### src/rtl/hazard_pkg.sv
package hazard_pkg;

  typedef enum logic [1:0] {
    FWD_NONE = 2'b00,
    FWD_WB   = 2'b01,
    FWD_MEM  = 2'b10
  } fwdSel_e;

  typedef struct packed {
    logic holdFront;
    logic bubbleIdEx;
  } stallStrobes_t;

endpackage

### src/rtl/src_match.sv
module src_match #(
  parameter int ADDR_W = 5
) (
  input  logic [ADDR_W-1:0] srcReg,
  input  logic [ADDR_W-1:0] memRd,
  input  logic              memRegWrite,
  input  logic [ADDR_W-1:0] wbRd,
  input  logic              wbRegWrite,
  output hazard_pkg::fwdSel_e sel
);
  import hazard_pkg::*;

  logic srcLive;
  logic memHit;
  logic wbHit;

  assign srcLive = (srcReg != '0);
  assign memHit  = srcLive && memRegWrite && (memRd == srcReg);
  assign wbHit   = srcLive && wbRegWrite && (wbRd == srcReg);

  // the younger producer in EX/MEM takes priority
  always_comb begin
    if (memHit)     sel = FWD_MEM;
    else if (wbHit) sel = FWD_WB;
    else            sel = FWD_NONE;
  end

endmodule

### src/rtl/fwd_unit.sv
module fwd_unit #(
  parameter int ADDR_W  = 5,
  parameter int NUM_SRC = 2
) (
  input  logic                           clk,
  input  logic                           rstN,
  input  logic [NUM_SRC-1:0][ADDR_W-1:0] exSrc,
  input  logic [NUM_SRC-1:0][ADDR_W-1:0] idSrc,
  input  logic [ADDR_W-1:0]              memRd,
  input  logic                           memRegWrite,
  input  logic [ADDR_W-1:0]              wbRd,
  input  logic                           wbRegWrite,
  output logic [NUM_SRC-1:0][1:0]        fwdSel,
  output logic [NUM_SRC-1:0]             idBypass
);
  import hazard_pkg::*;

  for (genvar g = 0; g < NUM_SRC; g++) begin : gSrc
    fwdSel_e selE;

    src_match #(.ADDR_W(ADDR_W)) u_match (
      .srcReg     (exSrc[g]),
      .memRd      (memRd),
      .memRegWrite(memRegWrite),
      .wbRd       (wbRd),
      .wbRegWrite (wbRegWrite),
      .sel        (selE)
    );

    assign fwdSel[g] = selE;

    // register file written early in the cycle, read late
    assign idBypass[g] = wbRegWrite && (wbRd != '0) && (wbRd == idSrc[g]);

    AST_SEL_LEGAL: assert property (@(posedge clk) disable iff (!rstN)
      fwdSel[g] != 2'b11);
    AST_ZERO_NO_FWD: assert property (@(posedge clk) disable iff (!rstN)
      (exSrc[g] == '0) |-> (fwdSel[g] == 2'b00));
    AST_MEM_PRIORITY: assert property (@(posedge clk) disable iff (!rstN)
      (memRegWrite && memRd != '0 && memRd == exSrc[g]) |-> (fwdSel[g] == 2'b10));
    AST_WB_SOURCE: assert property (@(posedge clk) disable iff (!rstN)
      (fwdSel[g] == 2'b01) |-> (wbRegWrite && wbRd == exSrc[g]));
    AST_BYPASS_WRITE: assert property (@(posedge clk) disable iff (!rstN)
      idBypass[g] |-> (wbRegWrite && idSrc[g] != '0));
  end

endmodule

### src/rtl/stall_ctrl.sv
module stall_ctrl #(
  parameter int ADDR_W  = 5,
  parameter int NUM_SRC = 2
) (
  input  logic                           clk,
  input  logic                           rstN,
  input  logic [NUM_SRC-1:0][ADDR_W-1:0] idSrc,
  input  logic [ADDR_W-1:0]              exRd,
  input  logic                           exRegWrite,
  input  logic                           exMemRead,
  output hazard_pkg::stallStrobes_t      strobes
);
  import hazard_pkg::*;

  logic              loadLive;
  logic [NUM_SRC-1:0] useHit;
  logic              loadUse;

  assign loadLive = exMemRead && exRegWrite && (exRd != '0);

  for (genvar g = 0; g < NUM_SRC; g++) begin : gUse
    assign useHit[g] = loadLive && (idSrc[g] == exRd);
  end

  assign loadUse = |useHit;

  always_comb begin
    strobes            = '0;
    strobes.holdFront  = loadUse;
    strobes.bubbleIdEx = loadUse;
  end

  AST_STALL_NEEDS_LOAD: assert property (@(posedge clk) disable iff (!rstN)
    strobes.holdFront |-> (exMemRead && exRegWrite));
  AST_ZERO_NO_STALL: assert property (@(posedge clk) disable iff (!rstN)
    (exRd == '0) |-> !strobes.holdFront);
  AST_NO_LOAD_NO_STALL: assert property (@(posedge clk) disable iff (!rstN)
    !exMemRead |-> !strobes.bubbleIdEx);

endmodule

### src/rtl/pipe_hazard_unit.sv
module pipe_hazard_unit #(
  parameter int ADDR_W = 5
) (
  input  logic              clk,
  input  logic              rstN,
  input  logic [ADDR_W-1:0] idRs1,
  input  logic [ADDR_W-1:0] idRs2,
  input  logic [ADDR_W-1:0] exRs1,
  input  logic [ADDR_W-1:0] exRs2,
  input  logic [ADDR_W-1:0] exRd,
  input  logic              exRegWrite,
  input  logic              exMemRead,
  input  logic [ADDR_W-1:0] memRd,
  input  logic              memRegWrite,
  input  logic [ADDR_W-1:0] wbRd,
  input  logic              wbRegWrite,
  output logic [1:0]        fwdSelA,
  output logic [1:0]        fwdSelB,
  output logic              idBypassA,
  output logic              idBypassB,
  output logic              holdFront,
  output logic              bubbleIdEx
);
  import hazard_pkg::*;

  localparam int NUM_SRC = 2;

  logic [NUM_SRC-1:0][ADDR_W-1:0] exSrc;
  logic [NUM_SRC-1:0][ADDR_W-1:0] idSrc;
  logic [NUM_SRC-1:0][1:0]        fwdSel;
  logic [NUM_SRC-1:0]             idBypass;
  stallStrobes_t                  strobes;

  assign exSrc = {exRs2, exRs1};
  assign idSrc = {idRs2, idRs1};

  fwd_unit #(.ADDR_W(ADDR_W), .NUM_SRC(NUM_SRC)) u_fwd (
    .clk        (clk),
    .rstN       (rstN),
    .exSrc      (exSrc),
    .idSrc      (idSrc),
    .memRd      (memRd),
    .memRegWrite(memRegWrite),
    .wbRd       (wbRd),
    .wbRegWrite (wbRegWrite),
    .fwdSel     (fwdSel),
    .idBypass   (idBypass)
  );

  stall_ctrl #(.ADDR_W(ADDR_W), .NUM_SRC(NUM_SRC)) u_stall (
    .clk       (clk),
    .rstN      (rstN),
    .idSrc     (idSrc),
    .exRd      (exRd),
    .exRegWrite(exRegWrite),
    .exMemRead (exMemRead),
    .strobes   (strobes)
  );

  assign fwdSelA    = fwdSel[0];
  assign fwdSelB    = fwdSel[1];
  assign idBypassA  = idBypass[0];
  assign idBypassB  = idBypass[1];
  assign holdFront  = strobes.holdFront;
  assign bubbleIdEx = strobes.bubbleIdEx;

  AST_STALL_PAIRED: assert property (@(posedge clk) disable iff (!rstN)
    holdFront == bubbleIdEx);
  AST_WB_DISABLED: assert property (@(posedge clk) disable iff (!rstN)
    (!wbRegWrite && !memRegWrite) |-> (fwdSelA == 2'b00 && fwdSelB == 2'b00));

endmodule

### config.mk
export PLATFORM = sky130hd
export DESIGN_NAME = pipe_hazard_unit
export DESIGN_NICKNAME = d
export VERILOG_FILES = /design/src/rtl/hazard_pkg.sv /design/src/rtl/src_match.sv /design/src/rtl/fwd_unit.sv /design/src/rtl/stall_ctrl.sv /design/src/rtl/pipe_hazard_unit.sv
export SDC_FILE = /design/constraint.sdc
export NUM_CORES = 1
export LEC_CHECK = 0
export BUFFER_PORTS_ARGS = -buffer_cell sky130_fd_sc_hd__buf_2
export CAP_MARGIN = 20
export CELL_PAD_IN_SITES_DETAIL_PLACEMENT = 1
export CELL_PAD_IN_SITES_GLOBAL_PLACEMENT = 1
export CORE_MARGIN = 2
export CORE_UTILIZATION = 24
export DETAILED_ROUTE_END_ITERATION = 12
export MAX_ROUTING_LAYER = met4
export PLACE_DENSITY_LB_ADDON = 0.1
export SLEW_MARGIN = 10
export SYNTH_ARGS = -nofsm -noshare
export SYNTH_HDL_FRONTEND = slang
export SYNTH_HIERARCHICAL = 1
export SYNTH_SLANG_ARGS = --single-unit
### constraint.sdc
create_clock -name vclk -period 1.5
set_input_delay 0.3 -clock vclk [all_inputs]
set_output_delay 0.3 -clock vclk [all_outputs]
set_load 0.05 [all_outputs]
==> impl_metrics.env, run 1 <==
export IMPL_antenna_found_initial=0
export IMPL_clkbuf_count=0
export IMPL_end_kind="output port"
export IMPL_crit_type="input port to output port"
export IMPL_critical_path_arrival_ns=1.38
export IMPL_final_common_cell="buf_2"
export IMPL_fin_util_pct=58.8
export IMPL_leakagePower_nw=0.562
export IMPL_wl_per_cell_um=13.1
export IMPL_power_total_w=0.000354
export IMPL_cp_top_family="simple AND/OR/NAND/NOR gates"
export IMPL_hold_end="holdFront"
export IMPL_core_region_area_um2=2210
export IMPL_multiInputGateArea_um2=708
export IMPL_maxCapViolations=0
export IMPL_critPathMaxFanout=3
export IMPL_seq_cells=0
export IMPL_fin_nets=184
export IMPL_grtUsageTotal_pct=18.1
export IMPL_grt_pass1_wl_mm=3.75
export IMPL_place_congestion=0.742
export IMPL_dr_pass1_iters=1
export IMPL_seqCellArea_um2=0
export IMPL_setup_slack_ns=-0.184
export IMPL_most_common_layout_cells="buf_2, buf_4, xnor2_1"
export IMPL_antenna_cells=0
export IMPL_synth_cell_area_um2=564
export IMPL_syn_inst=73
export IMPL_drtAntennaViolNets=0
export IMPL_worst_ir_drop_vdd_uv=146
export IMPL_hold_buffers=0
export IMPL_port_buffers=47
export IMPL_drive_above_1_share_pct=68.8
export IMPL_period_share_pct=112
export IMPL_cp_cell_sequence="buf_8 > or4_4 > nor2_4 > and3b_1 > buf_6"
export IMPL_routed_wl_mm=2.22
export IMPL_syn_avg_cell_area_um2=7.73
export IMPL_grt_overflow_total=0
export IMPL_grt_pass1_vias=887
export IMPL_ys_seq_area_share_pct=0
export IMPL_worstHoldPathType="input port to output port"
export IMPL_fmax_mhz=594
export IMPL_ys_types=15
export IMPL_path_buf_inv=2
export IMPL_tightest_slew_ns=0.275
export IMPL_worstSetupStartpointType="input port"
export IMPL_whs_path_depth=4
export IMPL_slew_headroom_pct=81.5
export IMPL_powerDensity_nw_per_um2=272
export IMPL_cp_slowest_cell="or4_4"
export IMPL_finalSetupViolations=8
export IMPL_die_y_um=52.5
export IMPL_syn_nets=114
export IMPL_nFillCells=268
export IMPL_fin_crit_ns=1.68
export IMPL_via_count=775
export IMPL_dieWidth_um=52.5
export IMPL_grt_max_degree=6
export IMPL_die_area_um2=2760
export IMPL_outcome="complete, but fails checks"
export IMPL_crit_required_ns=1.20
export IMPL_hpwl_mm=1.95
export IMPL_worstHoldStart="exMemRead"
export IMPL_viasPerCell=4.59
export IMPL_path_depth=5
export IMPL_start_util_pct=25.5
export IMPL_first_iter_violations=0
export IMPL_slew_viol_final=0
export IMPL_rsz0062_at_grt="true"
export IMPL_yosys_warnings=6
export IMPL_drc=0
export IMPL_syn2layout_area_growth_pct=131
export IMPL_ios=49
export IMPL_hold_viol=0
export IMPL_cpPeakStageDelay_ns=0.54
export IMPL_fp_row_count=17
export IMPL_violations="negative setup slack"
[what timing repair did]
item | in CTS | in global routing
buffers inserted | 5 | 0
endpoints found under the setup margin | 8 | 8
cloned | 0 | 0
resized for setup | 49 | 7
pin swaps | 16 | 6
endpoints found under the hold margin | 0 | 0
[worst min-delay path: cells and delay by family]
kind            cells  cell delay, ns
compound gates      2            0.11
buf+inv             2            0.24
[where the power goes]
part           internal, W  switching, W  total [W]  leakage (nW)
Sequential               0             0          0             0
Combinational     0.000193      0.000160   0.000354         0.562
Clock                    0             0          0             0
[metal layers]
layer  vias to the layer above  track usage, %  wire length, µm
li1                        386               -                -
met1                       360            17.5              773
met2                        29            40.8             1310
met3                         0               0              134
met4                         0               0                0
met5                         -               -                0
[layout make-up]
class | count | share of cell area (%)
Multi-Input combinational cell | 69 | 54.4
Tap cell | 28 | 2.69
Timing Repair Buffer | 72 | 42.9
[worst max path at each step]
stage / slack, ns / from / to
after floorplan: -0.22 / wbRd[4] / idBypassA
after global placement: -0.26 / exRs2[1] / fwdSelB[1]
after detailed placement: -0.27 / exRs2[1] / fwdSelB[1]
after CTS: -0.18 / exRs2[3] / fwdSelB[1]
after global routing: -0.21 / exRs2[3] / fwdSelB[1]
final: -0.18 / exRs1[3] / fwdSelA[1]
[stage by stage]
stage	setup TNS [ns]	cells	cell area [µm²]	setup WS, ns	hold WS (ns)
after floorplan	-0.833	73	661	-0.217	0.778
after global placement	-1.88	164	1040	-0.264	0.990
after detailed placement	-1.93	164	1040	-0.271	1.00
after CTS	-1.22	169	1260	-0.178	0.960
after global routing	-1.32	169	1300	-0.207	0.970
final	-1.09	169	1300	-0.184	0.955
[cells by family (layout without fill, tap and decap cells)]
kind of cell | count (synthesis) | after routing | synth area share [%]
XOR/XNOR | 40 | 40 | 62.1
buffers and inverters | 4 | 72 | 5.32
AO/OA/AOI/OAI | 4 | 4 | 6.21
AND/OR/NAND/NOR | 25 | 25 | 26.4
[synth_stat cells]
cell type  instances  share of area (%)
xnor2_1           22                 34
xor2_1            18                 28
buf_4              4                5.3
nand4_1            4                4.4
nor4_1             4                4.4
or4_1              4                5.3
nor2_1             3                2.0
a2111oi_0          2                3.1
and2_1             2                2.2
and3b_1            2                3.1
nand2_1            2                1.3
nand3_1            2                1.8
nor3_1             2                1.8
a21oi_1            1               0.89
o211ai_2           1                2.2
No activity file was read; power rests on OpenSTA's default activity.
==> run 2, diff against run 1 <==
CORE_ASPECT_RATIO = 1.2   (was unset)
==> run 2 against run 1 <==
Against the previous run:
- via count up 2.5%
- combinational power up 4%
- power up 4.2%
- utilization up 1.2 points
- non-clock buffer count up 1
- cell count up 2.4%
- wire length up 0.41%
- die area about the same
- highest routed layer unchanged
- first-iteration DRC count up 2
- the run still ends with negative setup slack left
- flip-flop and latch count unchanged
- count of clock-buffer cells in the layout unchanged
- critical path type unchanged
==> impl_metrics.env, run 2 (synthesis gave the netlist of run 1 again) <==
export IMPL_finalSetupViolations=8
export IMPL_die_area_um2=2760
export IMPL_critPathMaxFanout=3
export IMPL_violations="negative setup slack"
export IMPL_start_util_pct=25.0
export IMPL_seq_cells=0
export IMPL_final_common_cell="buf_2"
export IMPL_first_iter_violations=2
export IMPL_rsz0062_at_grt="true"
export IMPL_grt_pass1_vias=868
export IMPL_via_count=794
export IMPL_grt_max_degree=5
export IMPL_clkbuf_count=0
export IMPL_grt_pass1_wl_mm=3.46
export IMPL_outcome="complete, but fails checks"
export IMPL_ios=49
export IMPL_end_kind="output port"
export IMPL_place_congestion=0.719
export IMPL_routed_wl_mm=2.23
export IMPL_tightest_slew_ns=0.260
export IMPL_final_area_um2=1360
export IMPL_grt_overflow_total=0
export IMPL_port_buffers=47
export IMPL_hold_viol=0
export IMPL_grtUsageTotal_pct=17.3
export IMPL_leakagePower_nw=0.587
export IMPL_period_share_pct=111
export IMPL_powerDensity_nw_per_um2=272
export IMPL_dieWidth_um=48.3
export IMPL_viasPerCell=4.59
export IMPL_worstHoldPathType="input port to output port"
export IMPL_fp_row_count=19
export IMPL_fin_crit_ns=1.67
export IMPL_dr_pass1_iters=2
export IMPL_crit_type="input port to output port"
export IMPL_fmax_mhz=599
export IMPL_setup_tns_ns=-1.08
export IMPL_syn2layout_area_growth_pct=140
export IMPL_crit_required_ns=1.20
export IMPL_fin_nets=185
export IMPL_worstSetupStartpointType="input port"
export IMPL_drc=0
export IMPL_drtAntennaViolNets=0
export IMPL_drive_above_1_share_pct=69.7
export IMPL_antenna_cells=0
export IMPL_seqCellArea_um2=0
export IMPL_die_y_um=57.1
export IMPL_slew_viol_final=0
export IMPL_setup_slack_ns=-0.169
export IMPL_most_common_layout_cells="buf_2, buf_4, buf_6"
export IMPL_hold_buffers=0
export IMPL_hpwl_mm=1.91
export IMPL_antenna_found_initial=0
export IMPL_core_region_area_um2=2260
export IMPL_fin_util_pct=60.1
export IMPL_place_area_um2=1050
export IMPL_wl_per_cell_um=12.9
export IMPL_critical_path_arrival_ns=1.37
export IMPL_worst_ir_drop_vdd_uv=131
export IMPL_hold_ws_ns=0.950
export IMPL_power_total_w=0.000369
export IMPL_slew_headroom_pct=82.5
export IMPL_maxCapViolations=0
## run 2: metrics by stage
| stage | setup slack, ns | std cells |
|---|---|---|
| after floorplan | -0.217 | 73 |
| after global placement | -0.258 | 168 |
| after detailed placement | -0.275 | 168 |
| after CTS | -0.176 | 172 |
| after global routing | -0.217 | 173 |
| final | -0.169 | 173 |
## run 2: path summary, 6_finish.rpt
path,from,end,slack (ns),depth (start not counted)
setup / recovery,exRs2[3],fwdSelB[1],-0.17,5
hold / removal,exMemRead,bubbleIdEx,0.95,4
## run 2: final cells by class
cell class / instances / area [µm²]
fill: 255 / 902
multi-input combinational: 69 / 724
tap: 31 / 38.8
timing repair buffer: 73 / 593
## run 2: critical path: stages
cell	delay, ns
buf_8	0.10
or4_4	0.54
nor2_4	0.10
and3b_1	0.18
buf_6	0.15
## run 2: power breakdown
part           switching [W]  internal [W]  leakage [nW]
Clock                      0             0             0
Sequential                 0             0             0
Combinational       0.000163      0.000205         0.587
Total               0.000163      0.000205         0.587
## run 2: repair_timing
action,4_1_cts,5_1_grt
setup buffers,4,1
cloned,0,0
setup endpoints to repair,8,8
resized for setup,60,4
hold endpoints to repair,0,0
pin swaps,24,10
## run 2: layer usage
layer	up-vias	share of wire [%]	track usage, %
met5	-	0	-
met4	0	0	0
met3	0	5.8	0
met2	30	62	36.7
met1	373	33	16.7
li1	391	-	-
